`src/rtl/csdma_pkg.sv`:
```
package csdma_pkg;
  typedef enum logic [2:0] {
    RA_SRC  = 3'd0,
    RA_DST  = 3'd1,
    RA_CNT  = 3'd2,
    RA_MODE = 3'd3,
    RA_CTRL = 3'd4
  } reg_addr_e;

  typedef enum logic [1:0] {
    S_IDLE,
    S_REQ,
    S_RD,
    S_WR
  } seq_e;

  // mode register bit positions
  localparam int MB_SSTEP = 0;
  localparam int MB_DSTEP = 2;
  localparam int MB_EN    = 4;
  localparam int MB_DAU   = 5;
  localparam int MB_RLDIS = 6;
  localparam int MB_SEL   = 8;
  // control register bit positions
  localparam int CB_SWT   = 0;
  localparam int CB_RLD   = 1;
  localparam int CB_UF    = 2;
  localparam int CB_IRQ   = 3;
endpackage

```
`src/rtl/csdma_addr.sv`:
```
module csdma_addr #(
  parameter int AW = 16
) (
  input  logic          clk,
  input  logic          rst_n,
  input  logic          ld,
  input  logic [AW-1:0] ld_val,
  input  logic          rl,
  input  logic          stp,
  input  logic [1:0]    mode,
  output logic [AW-1:0] q
);
  logic [AW-1:0] lat_q, lat_d, q_d;

  always_comb begin
    lat_d = lat_q;
    q_d   = q;
    if (stp) begin
      case (mode)
        2'b01:   q_d = q + AW'(1);
        2'b10:   q_d = q - AW'(1);
        default: q_d = q;
      endcase
    end
    if (rl) q_d = lat_q;
    if (ld) begin
      lat_d = ld_val;
      q_d   = ld_val;
    end
  end

  always_ff @(posedge clk or negedge rst_n) begin
    if (!rst_n) begin
      lat_q <= '0;
      q     <= '0;
    end else begin
      lat_q <= lat_d;
      q     <= q_d;
    end
  end
endmodule

```
`src/rtl/csdma_trig.sv`:
```
module csdma_trig #(
  parameter int NHW  = 4,
  parameter int SELW = 2
) (
  input  logic            clk,
  input  logic            rst_n,
  input  logic [NHW-1:0]  hw_req,
  input  logic [SELW-1:0] sel,
  input  logic            en,
  input  logic            sw_fire,
  input  logic            take,
  output logic            pending
);
  logic line_now, prev_q, pend_d;

  assign line_now = hw_req[sel];

  always_comb begin
    pend_d = pending;
    if (take) pend_d = 1'b0;
    if (sw_fire || (line_now && !prev_q)) pend_d = 1'b1;
    if (!en) pend_d = 1'b0;
  end

  always_ff @(posedge clk or negedge rst_n) begin
    if (!rst_n) begin
      prev_q  <= 1'b0;
      pending <= 1'b0;
    end else begin
      prev_q  <= line_now;
      pending <= pend_d;
    end
  end
endmodule

```
`src/rtl/csdma_seq.sv`:
```
module csdma_seq
  import csdma_pkg::*;
(
  input  logic clk,
  input  logic rst_n,
  input  logic pending,
  input  logic en,
  input  logic bus_gnt,
  output logic take,
  output logic bus_req,
  output logic rd_cyc,
  output logic wr_cyc
);
  seq_e st_q, st_d;

  always_comb begin
    st_d = st_q;
    take = 1'b0;
    case (st_q)
      S_IDLE: if (pending && en) begin
        st_d = S_REQ;
        take = 1'b1;
      end
      S_REQ:   if (bus_gnt) st_d = S_RD;
      S_RD:    st_d = S_WR;
      default: st_d = S_IDLE;
    endcase
  end

  always_ff @(posedge clk or negedge rst_n) begin
    if (!rst_n) st_q <= S_IDLE;
    else        st_q <= st_d;
  end

  assign bus_req = (st_q != S_IDLE);
  assign rd_cyc  = (st_q == S_RD);
  assign wr_cyc  = (st_q == S_WR);
endmodule

```
`src/rtl/csdma_regs.sv`:
```
module csdma_regs
  import csdma_pkg::*;
#(
  parameter int AW   = 16,
  parameter int CW   = 8,
  parameter int SELW = 2
) (
  input  logic            clk,
  input  logic            rst_n,
  input  logic            reg_we,
  input  logic [2:0]      reg_addr,
  input  logic [AW-1:0]   reg_wdata,
  output logic [AW-1:0]   reg_rdata,
  input  logic            done,
  input  logic [AW-1:0]   src_q,
  input  logic [AW-1:0]   dst_q,
  output logic [1:0]      sstep,
  output logic [1:0]      dstep,
  output logic            en_q,
  output logic [SELW-1:0] sel_q,
  output logic            sw_fire,
  output logic            ld_src,
  output logic            ld_dst,
  output logic            rl_addr,
  output logic            uf_q,
  output logic            irq_q
);
  logic [CW-1:0]   cnt_q, cnt_d, cntl_q, cntl_d;
  logic [1:0]      sstep_d, dstep_d;
  logic            en_d, dau_q, dau_d, rldis_q, rldis_d, uf_d, irq_d;
  logic [SELW-1:0] sel_d;
  logic            wr_cnt, wr_mode, wr_ctrl, uf_evt, rld_cmd;

  assign wr_cnt  = reg_we && (reg_addr == RA_CNT);
  assign wr_mode = reg_we && (reg_addr == RA_MODE);
  assign wr_ctrl = reg_we && (reg_addr == RA_CTRL);
  assign ld_src  = reg_we && (reg_addr == RA_SRC);
  assign ld_dst  = reg_we && (reg_addr == RA_DST);
  assign sw_fire = wr_ctrl && reg_wdata[CB_SWT];
  assign rld_cmd = wr_ctrl && reg_wdata[CB_RLD];
  assign uf_evt  = done && (cnt_q == '0);
  assign rl_addr = rld_cmd || (uf_evt && !rldis_q);

  always_comb begin
    cnt_d   = cnt_q;
    cntl_d  = cntl_q;
    sstep_d = sstep;
    dstep_d = dstep;
    en_d    = en_q;
    dau_d   = dau_q;
    rldis_d = rldis_q;
    sel_d   = sel_q;
    uf_d    = uf_q;
    irq_d   = irq_q;
    if (done) cnt_d = uf_evt ? cntl_q : cnt_q - CW'(1);
    if (uf_evt) begin
      uf_d  = 1'b1;
      irq_d = 1'b1;
      if (dau_q) en_d = 1'b0;
    end
    if (rld_cmd) cnt_d = cntl_q;
    if (wr_cnt) begin
      cnt_d  = reg_wdata[CW-1:0];
      cntl_d = reg_wdata[CW-1:0];
    end
    if (wr_mode) begin
      sstep_d = reg_wdata[MB_SSTEP +: 2];
      dstep_d = reg_wdata[MB_DSTEP +: 2];
      en_d    = reg_wdata[MB_EN];
      dau_d   = reg_wdata[MB_DAU];
      rldis_d = reg_wdata[MB_RLDIS];
      sel_d   = reg_wdata[MB_SEL +: SELW];
    end
    if (wr_ctrl && !reg_wdata[CB_UF])  uf_d  = 1'b0;
    if (wr_ctrl && !reg_wdata[CB_IRQ]) irq_d = 1'b0;
  end

  always_ff @(posedge clk or negedge rst_n) begin
    if (!rst_n) begin
      cnt_q <= '0; cntl_q <= '0; sstep <= '0; dstep <= '0;
      en_q <= 1'b0; dau_q <= 1'b0; rldis_q <= 1'b0; sel_q <= '0;
      uf_q <= 1'b0; irq_q <= 1'b0;
    end else begin
      cnt_q <= cnt_d; cntl_q <= cntl_d; sstep <= sstep_d; dstep <= dstep_d;
      en_q <= en_d; dau_q <= dau_d; rldis_q <= rldis_d; sel_q <= sel_d;
      uf_q <= uf_d; irq_q <= irq_d;
    end
  end

  always_comb begin
    reg_rdata = '0;
    case (reg_addr)
      RA_SRC: reg_rdata = src_q;
      RA_DST: reg_rdata = dst_q;
      RA_CNT: reg_rdata = AW'(cnt_q);
      RA_MODE: begin
        reg_rdata[MB_SSTEP +: 2]    = sstep;
        reg_rdata[MB_DSTEP +: 2]    = dstep;
        reg_rdata[MB_EN]            = en_q;
        reg_rdata[MB_DAU]           = dau_q;
        reg_rdata[MB_RLDIS]         = rldis_q;
        reg_rdata[MB_SEL +: SELW]   = sel_q;
      end
      RA_CTRL: begin
        reg_rdata[CB_UF]  = uf_q;
        reg_rdata[CB_IRQ] = irq_q;
      end
      default: reg_rdata = '0;
    endcase
  end
endmodule

```
`src/rtl/csdma_chan.sv`:
```
module csdma_chan
  import csdma_pkg::*;
#(
  parameter int AW  = 16,
  parameter int CW  = 8,
  parameter int NHW = 4
) (
  input  logic           clk,
  input  logic           rst_n,
  input  logic           reg_we,
  input  logic [2:0]     reg_addr,
  input  logic [AW-1:0]  reg_wdata,
  output logic [AW-1:0]  reg_rdata,
  input  logic [NHW-1:0] hw_req,
  output logic           bus_req,
  input  logic           bus_gnt,
  output logic [AW-1:0]  mem_addr,
  output logic           mem_rd,
  output logic           mem_wr,
  input  logic [7:0]     mem_rdata,
  output logic [7:0]     mem_wdata,
  output logic           irq
);
  localparam int SELW = (NHW > 1) ? $clog2(NHW) : 1;

  logic [1:0]      rst_sync_q;
  logic            srst_n;
  logic [AW-1:0]   addr_w [2];
  logic [1:0]      step_w [2];
  logic            ld_w   [2];
  logic [1:0]      sstep, dstep;
  logic            en_q, uf_q, irq_q, sw_fire, ld_src, ld_dst, rl_addr;
  logic            pending, take, rd_cyc, wr_cyc, done;
  logic [SELW-1:0] sel_q;
  logic [7:0]      byte_q, byte_d;

  always_ff @(posedge clk or negedge rst_n) begin
    if (!rst_n) rst_sync_q <= 2'b00;
    else        rst_sync_q <= {rst_sync_q[0], 1'b1};
  end
  assign srst_n = rst_sync_q[1];

  assign done      = wr_cyc;
  assign step_w[0] = sstep;
  assign step_w[1] = dstep;
  assign ld_w[0]   = ld_src;
  assign ld_w[1]   = ld_dst;

  // index 0 = source, index 1 = destination
  for (genvar gi = 0; gi < 2; gi++) begin : g_addr
    csdma_addr #(.AW(AW)) u_addr (
      .clk(clk), .rst_n(srst_n), .ld(ld_w[gi]), .ld_val(reg_wdata),
      .rl(rl_addr), .stp(done), .mode(step_w[gi]), .q(addr_w[gi])
    );
  end

  csdma_regs #(.AW(AW), .CW(CW), .SELW(SELW)) u_regs (
    .clk(clk), .rst_n(srst_n), .reg_we(reg_we), .reg_addr(reg_addr),
    .reg_wdata(reg_wdata), .reg_rdata(reg_rdata), .done(done),
    .src_q(addr_w[0]), .dst_q(addr_w[1]), .sstep(sstep), .dstep(dstep),
    .en_q(en_q), .sel_q(sel_q), .sw_fire(sw_fire), .ld_src(ld_src),
    .ld_dst(ld_dst), .rl_addr(rl_addr), .uf_q(uf_q), .irq_q(irq_q)
  );

  csdma_trig #(.NHW(NHW), .SELW(SELW)) u_trig (
    .clk(clk), .rst_n(srst_n), .hw_req(hw_req), .sel(sel_q), .en(en_q),
    .sw_fire(sw_fire), .take(take), .pending(pending)
  );

  csdma_seq u_seq (
    .clk(clk), .rst_n(srst_n), .pending(pending), .en(en_q),
    .bus_gnt(bus_gnt), .take(take), .bus_req(bus_req),
    .rd_cyc(rd_cyc), .wr_cyc(wr_cyc)
  );

  always_comb begin
    byte_d = byte_q;
    if (rd_cyc) byte_d = mem_rdata;
  end

  always_ff @(posedge clk or negedge srst_n) begin
    if (!srst_n) byte_q <= '0;
    else         byte_q <= byte_d;
  end

  assign mem_rd    = rd_cyc;
  assign mem_wr    = wr_cyc;
  assign mem_addr  = wr_cyc ? addr_w[1] : addr_w[0];
  assign mem_wdata = byte_q;
  assign irq       = irq_q;
endmodule

```
`config.mk`:
```
export PLATFORM = sky130hd
export DESIGN_NAME = csdma_chan
export DESIGN_NICKNAME = d
export VERILOG_FILES = /design/src/rtl/csdma_pkg.sv /design/src/rtl/csdma_addr.sv /design/src/rtl/csdma_trig.sv /design/src/rtl/csdma_seq.sv /design/src/rtl/csdma_regs.sv /design/src/rtl/csdma_chan.sv
export SDC_FILE = /design/constraint.sdc
export NUM_CORES = 1
export LEC_CHECK = 0
export BUFFER_PORTS_ARGS = -buffer_cell sky130_fd_sc_hd__buf_2
export CAP_MARGIN = 30
export CORE_MARGIN = 5
export CORE_UTILIZATION = 54
export DETAILED_ROUTE_END_ITERATION = 6
export PLACE_DENSITY = 0.78
export SYNTH_ARGS = -nofsm -noshare
export SYNTH_HDL_FRONTEND = slang
export SYNTH_SLANG_ARGS = --single-unit
```
`constraint.sdc`:
```
create_clock -name clk -period 2.9 [get_ports clk]
set_input_delay 0.58 -clock clk [delete_from_list [all_inputs] [get_ports clk]]
set_output_delay 0.58 -clock clk [all_outputs]
set_load 0.01 [all_outputs]
```
# [After elaboration in Yosys (flattened, before gate mapping)]
# Index checks and enable logic that the tools add are counted.
[word_totals] register_bits=105 latch_bits=0 mem_bits_rw=0 mem_bits_ro=0 inputBits=35 out_inout_bits=44 word_cells=110 memories=0
[op_classes] add_sub_neg=5 multipliers=0 n_div=0 n_lt_le_gt_ge=1 eq_ne=14 shifts=0 muxes=35 bitwise_logic=0 n_reduce_logical=36
[op_table] cell="2-to-1 mux 16 bit" n=7
[op_table] cell="case mux 16 bit (2 select lines)" n=2
[op_table] cell="adder 16 x 1 -> 16 bit (second input constant)" n=2
[op_table] cell="2-to-1 mux 8 bit" n=4
[op_table] cell="subtractor 16 x 1 -> 16 bit (second input constant)" n=2
[op_table] cell="logical AND 1 bit" n=13
[op_table] cell="2-to-1 mux 1 bit" n=12
[op_table] cell="case mux 2 bit (3 select lines)" n=2
[op_table] cell="case mux 3 bit (4 select lines)" n=1
[op_table] cell="case mux 6 bit (2 select lines)" n=1
[op_table] cell="case mux 2 bit (5 select lines)" n=1
[op_table] cell="nonzero test 2 bit" n=5
[op_table] cell="nonzero test 3 bit" n=3
[op_table] cell="== test 2 bit (second input constant)" n=4
[op_table] cell="zero test 8 bit" n=1
[op_table] cell="case mux 2 bit (4 select lines)" n=1
[op_table] cell="AND reduction 2 bit" n=4
[op_table] cell="nonzero test 4 bit" n=2
[op_table] cell="subtractor 8 x 1 -> 8 bit (second input constant)" n=1
[op_table] cell="== test 2 x 1 -> 1 bit (second input constant)" n=3
[op_table] cell="== test 3 x 2 -> 1 bit (second input constant)" n=2
[op_table] cell="zero test 1 bit" n=4
[op_table] cell="2-to-1 mux 2 bit" n=2
[op_table] cell="== test 3 x 1 -> 1 bit (second input constant)" n=1
[op_table] cell="other kinds (10)" n=11

# [Depth between registers and ports, before layout]
[logic_depth] ltp_word=6 depth_mapped=15 depth_no_buf=11

# [Hierarchy]
# Synthesis repeated with hierarchy kept, for this count alone.
[unflattened] cells_unflattened=876 area_unflattened_um2=7841.3
[by_module_without_submodules] mod="csdma_addr" n_inst=2 cells_each=312 area_per_inst_um2=2521.2
[by_module_without_submodules] mod="csdma_regs" n_inst=1 cells_each=188 area_per_inst_um2=1908.1
[by_module_without_submodules] mod="csdma_chan" n_inst=1 cells_each=38 area_per_inst_um2=598.1
[by_module_without_submodules] mod="csdma_seq" n_inst=1 cells_each=15 area_per_inst_um2=167.7
[by_module_without_submodules] mod="csdma_trig" n_inst=1 cells_each=11 area_per_inst_um2=125.1

# [Least setup slack after synthesis]
# No wires, ideal clock.
[synth_path] kind="reg2reg" start="register u_regs.sstep[0]" end="register g_addr[0].u_addr.q[10]" setup_time_ps=142 arrival_time_ps=3281 setup_slack_ps=-523 stages_incl_launch_ff=16 path_buffers=4 period_less_slack_ps=3423 path_cell_list="dfrtp_1 inv_1 ha_1 clkbuf_2 buf_2 buf_1 clkbuf_1 xor2_1 ha_1 a21boi_0 o22ai_1 o31ai_1 mux2i_1 nor3_1 xor2_1 o221ai_1"
[synth_via] elab_chain_len=5 elab_cells_between_ends=8 cone_classes="eq/ne (2); mux (4); reduce/logical (2)"
[synth_lines] element="start: declaration" line="csdma_regs.sv:17" rtl="output logic [1:0] sstep,"
[synth_lines] element="start signal: assignment" line="csdma_regs.sv:84" rtl="cnt_q <= cnt_d; cntl_q <= cntl_d; sstep <= sstep_d; dstep <= dstep_d;"
[synth_lines] element="== test 2 bit or == test 2 x 1 -> 1 bit (tied branches)" line="csdma_addr.sv:19" rtl="case (mode)"
[synth_lines] element="case mux 16 bit (2 select lines)" line="csdma_addr.sv:19"
[synth_lines] element="2-to-1 mux 16 bit" line="csdma_addr.sv:18" rtl="if (stp) begin"
[synth_lines] element="2-to-1 mux 16 bit" line="csdma_addr.sv:25" rtl="if (rl) q_d = lat_q;"
[synth_lines] element="2-to-1 mux 16 bit" line="csdma_addr.sv:26" rtl="if (ld) begin"
[synth_lines] element="end signal: assignment" line="csdma_addr.sv:38" rtl="q <= q_d;"
[synth_lines] element="end: declaration" line="csdma_addr.sv:11" rtl="output logic [AW-1:0] q"
# Parallel ways exist; a longest one is shown, timed or not. The select of a mux whose other input is x is not followed.
# A chain may end at the register's enable or synchronous reset.

# [Worst setup path after layout]
# Ends and elaborated chain as after synthesis.

==> results.sh <==
export IMPL_ys_seq_area_share_pct=38.45
export IMPL_drt_wirelength_per_cell_um=18.88
export IMPL_syn_num_nets=848
export IMPL_viasPerCell=6.137
export IMPL_dieArea_mm2=0.01501
export IMPL_antenna_left=0
export IMPL_clkLatencyLatePin_ps=360
export IMPL_portBuffers=78
export IMPL_cpMaxStageDelayCell="or3b_2"
export IMPL_multi_input_area_mm2=0.003923
export IMPL_vias=6346
export IMPL_max_freq_ghz=0.3791
export IMPL_crit_buf_inv=2
export IMPL_worst_slew_pin_slew_ps=1058
export IMPL_clockBufferDepth=2
export IMPL_grt_pass1_wl_mm=31.70
export IMPL_finalSetupViolCount=0
export IMPL_numClockSinks=105
export IMPL_fp_dieW_um=122.5
export IMPL_synth_async_reset_ratio_pct=100.0
export IMPL_max_cap_violations=0
export IMPL_totalNegativeSetupSlack_ps=0
export IMPL_pre_cts_ws_ps=170.7
export IMPL_antenna_found_initial=0
export IMPL_initial_core_util_pct=54.60
export IMPL_syn_inst=803
export IMPL_drt_total_wl_mm=19.53
export IMPL_area_growth_pct=14.02
export IMPL_fillCellCount=1103
export IMPL_io_pins=79
export IMPL_synth_cell_types=67
export IMPL_critical_path_class="reg -> reg"
export IMPL_p_leak_nw=3.585
export IMPL_post_route_drc_count=0
export IMPL_cp_cell_sequence="inv_1 > ha_1 > buf_4 > or3b_2 > a211o_1 > o31ai_4 > mux2i_1 > nor3_1 > xor2_1 > o221ai_1"
export IMPL_grt_pass1_vias=6036
export IMPL_setup_ws_ps=262.5
export IMPL_crit_fanout=17
export IMPL_core_region_area_mm2=0.01252
export IMPL_powerDensity_mw_per_mm2=941.7
export IMPL_crit_path_end_kind="register"
export IMPL_slew_headroom_pct=29.47
export IMPL_gp_congestion=0.9234
export IMPL_overflow=0
export IMPL_die_h_um=122.5
export IMPL_period_minus_slack_ps=2637
export IMPL_startpoint_type="register"
export IMPL_yosys_warnings=0
export IMPL_avgSynthCellArea_um2=8.511
export IMPL_synth_ff_type="dfrtp_1"
export IMPL_ff_latch_area_mm2=0.002631
export IMPL_vdd_drop_max_v=0.0006602
export IMPL_cts_htree_levels=3
export IMPL_clk_pin_slew_ps=70
export IMPL_cts_buffers=9
export IMPL_first_pass_iters=5
export IMPL_post_cts_setup_buffer_count=0
export IMPL_syn_cell_area_mm2=0.006834
export IMPL_synth_edf_count=0
export IMPL_critPathTopFamily="simple AND/OR/NAND/NOR gates"
export IMPL_critPathRequiredTime_ps=3130
export IMPL_cts_tree="built"
export IMPL_cts_root_buf="clkbuf_16"
export IMPL_grt_max_degree=43
export IMPL_ys_ff_latch=105
export IMPL_row_count=41
export IMPL_fin_nets=902
export IMPL_drt_iter0_markers=548
export IMPL_status="completed"
export IMPL_rsz0062_at_grt="false"
export IMPL_final_layout_size_suffix_gt1_share_pct=21.46
export IMPL_skew_ps=9.796
export IMPL_dp_hpwl_mm=13.84
export IMPL_arrival_ps=2870
export IMPL_post_route_period_util_pct=90.95
export IMPL_antenna_cells=0
export IMPL_critPathMaxStageDelay_ps=460
export IMPL_hold_viol=0
export IMPL_min_path_type="reg -> async"
export IMPL_grt_util_all_layers_pct=27.00
export IMPL_final_max_slew_viol_count=0
[area by class of cell]
| class | count | share of cell area [%] |
|---|---|---|
| clock buffer | 10 | 2.938 |
| clock inverter | 6 | 1.252 |
| inverter | 13 | 0.6262 |
| multi-input combinational | 616 | 50.34 |
| sequential | 105 | 33.77 |
| tap | 172 | 2.762 |
| timing repair buffer | 112 | 8.317 |
[flip-flops by register name, summed over array words and instances (netlist names)]
name / count
g_addr.u_addr.lat_q: 32
g_addr.u_addr.q: 32
mem_wdata: 8
u_regs.cnt_q: 8
u_regs.cntl_q: 8
rst_sync_q: 2
u_regs.dstep: 2
u_regs.sel_q: 2
u_regs.sstep: 2
u_seq.st_q: 2
u_regs.dau_q: 1
u_regs.en_q: 1
u_regs.irq_q: 1
u_regs.rldis_q: 1
u_regs.uf_q: 1
u_trig.pending: 1
u_trig.prev_q: 1
[report_power, final]
group | total (W) | internal (W) | switching, W
clock | 0.00136 | 0.000771 | 0.000586
sequential | 0.00268 | 0.00194 | 0.000745
combinational | 0.00330 | 0.00156 | 0.00174
total | 0.00734 | 0.00427 | 0.00307
[cell usage after synthesis, types with 6 or more instances]
cell type	n	area, um^2
nor3_1	16	80.08
or3_1	12	75.07
clkbuf_1	50	187.7
o21ai_0	39	195.2
nand4_1	8	50.05
buf_2	6	30.03
a21oi_1	61	305.3
nand2_1	148	555.5
buf_1	10	37.54
ha_1	10	125.1
nor2_1	56	210.2
xor2_1	17	148.9
inv_1	13	48.80
nand3_1	15	75.07
a31oi_1	12	75.07
nor2b_1	14	87.58
xnor2_1	22	192.7
mux2i_1	22	220.2
mux4_2	6	135.1
and3_1	19	118.9
mux2_2	32	360.4
dfrtp_1	105	2628
o221ai_1	17	148.9
[worst paths after layout]
check	start	to	slack, ps	cells after the start
worst min-delay path	rst_sync_q[1]$_DFF_PN0_	u_regs.uf_q$_DFFE_PN0P_	330	0
worst min register to register	rst_sync_q[1]$_DFF_PN0_	u_regs.uf_q$_DFFE_PN0P_	330	0
max in group asynchronous	rst_sync_q[1]$_DFF_PN0_	g_addr[0].u_addr.q[5]$_DFFE_PN0P_	1740	1
worst max-delay path	u_regs.sstep[0]$_DFFE_PN0P_	g_addr[0].u_addr.q[10]$_DFFE_PN0P_	260	10
worst max register to register	u_regs.sstep[0]$_DFFE_PN0P_	g_addr[0].u_addr.q[10]$_DFFE_PN0P_	260	10
min in group clk	rst_sync_q[0]$_DFF_PN0_	rst_sync_q[1]$_DFF_PN0_	350	0
[layout by cell type (no fill, tap or decap), types with 13 or more instances in the layout]
| cell | instances |
|---|---|
| nand2_1 | 148 |
| dfrtp_1 | 104 |
| buf_2 | 78 |
| a21oi_1 | 61 |
| nor2_1 | 56 |
| o21ai_0 | 38 |
| buf_4 | 33 |
| mux2_2 | 32 |
| mux2i_1 | 22 |
| xnor2_1 | 22 |
| and3_1 | 19 |
| xor2_1 | 17 |
| o221ai_1 | 17 |
| nor3_1 | 16 |
| nand3_1 | 15 |
| nor2b_1 | 14 |
| inv_1 | 13 |
[repair_timing]
action,in CTS,in global routing
resized for setup,0,3
endpoints found under the setup margin,0,2
hold buffers,1,0
hold endpoints to repair,2,0
[metrics by stage]
step | cell area, um^2 | power (W) | util (%) | std cells | hold slack (ps)
finish | 7792 | 0.007338 | 62.26 | 1034 | 328.5
global route | 7792 | 0.007824 | 62.26 | 1034 | 356.9
CTS | 7779 | 0.007309 | 62.15 | 1034 | 353.6
detailed placement | 7442 | 0.005926 | 59.46 | 1017 | 336.5
global placement | 7442 | 0.005843 | 59.46 | 1017 | 332.7
floorplan | 6877 | 0.004901 | - | 803 | 284.4
[logic make-up (layout without fill, tap and decap cells)]
family                   after synthesis  count (layout)  share of synthesized area (%)
buffers and inverters                 82             141                          4.760
adder cells (fa/ha/maj)               10              10                          1.831
other                                  1               1                        0.05487
multiplexers                          60              60                          10.47
AO/OA/AOI/OAI                        179             179                          16.64
AND/OR/NAND/NOR                      327             327                          22.79
flip-flops                           105             105                          38.45
XOR/XNOR                              39              39                          4.998
[worst register-to-register path, cell delays in order, from the launching register on]
cell      delay, ps
dfrtp_1         390
inv_1            90
ha_1            220
buf_4           230
or3b_2          470
a211o_1         340
o31ai_4          90
mux2i_1         120
nor3_1          230
xor2_1          190
o221ai_1        140
[per-layer routing]
layer  global-route usage [%]  part of all wire [%]
met5                        0                     0
met4                    11.90                   3.2
met3                    5.714                   8.4
met2                    41.39                    46
met1                    37.00                    43
Power figures use the tool's default switching activity.
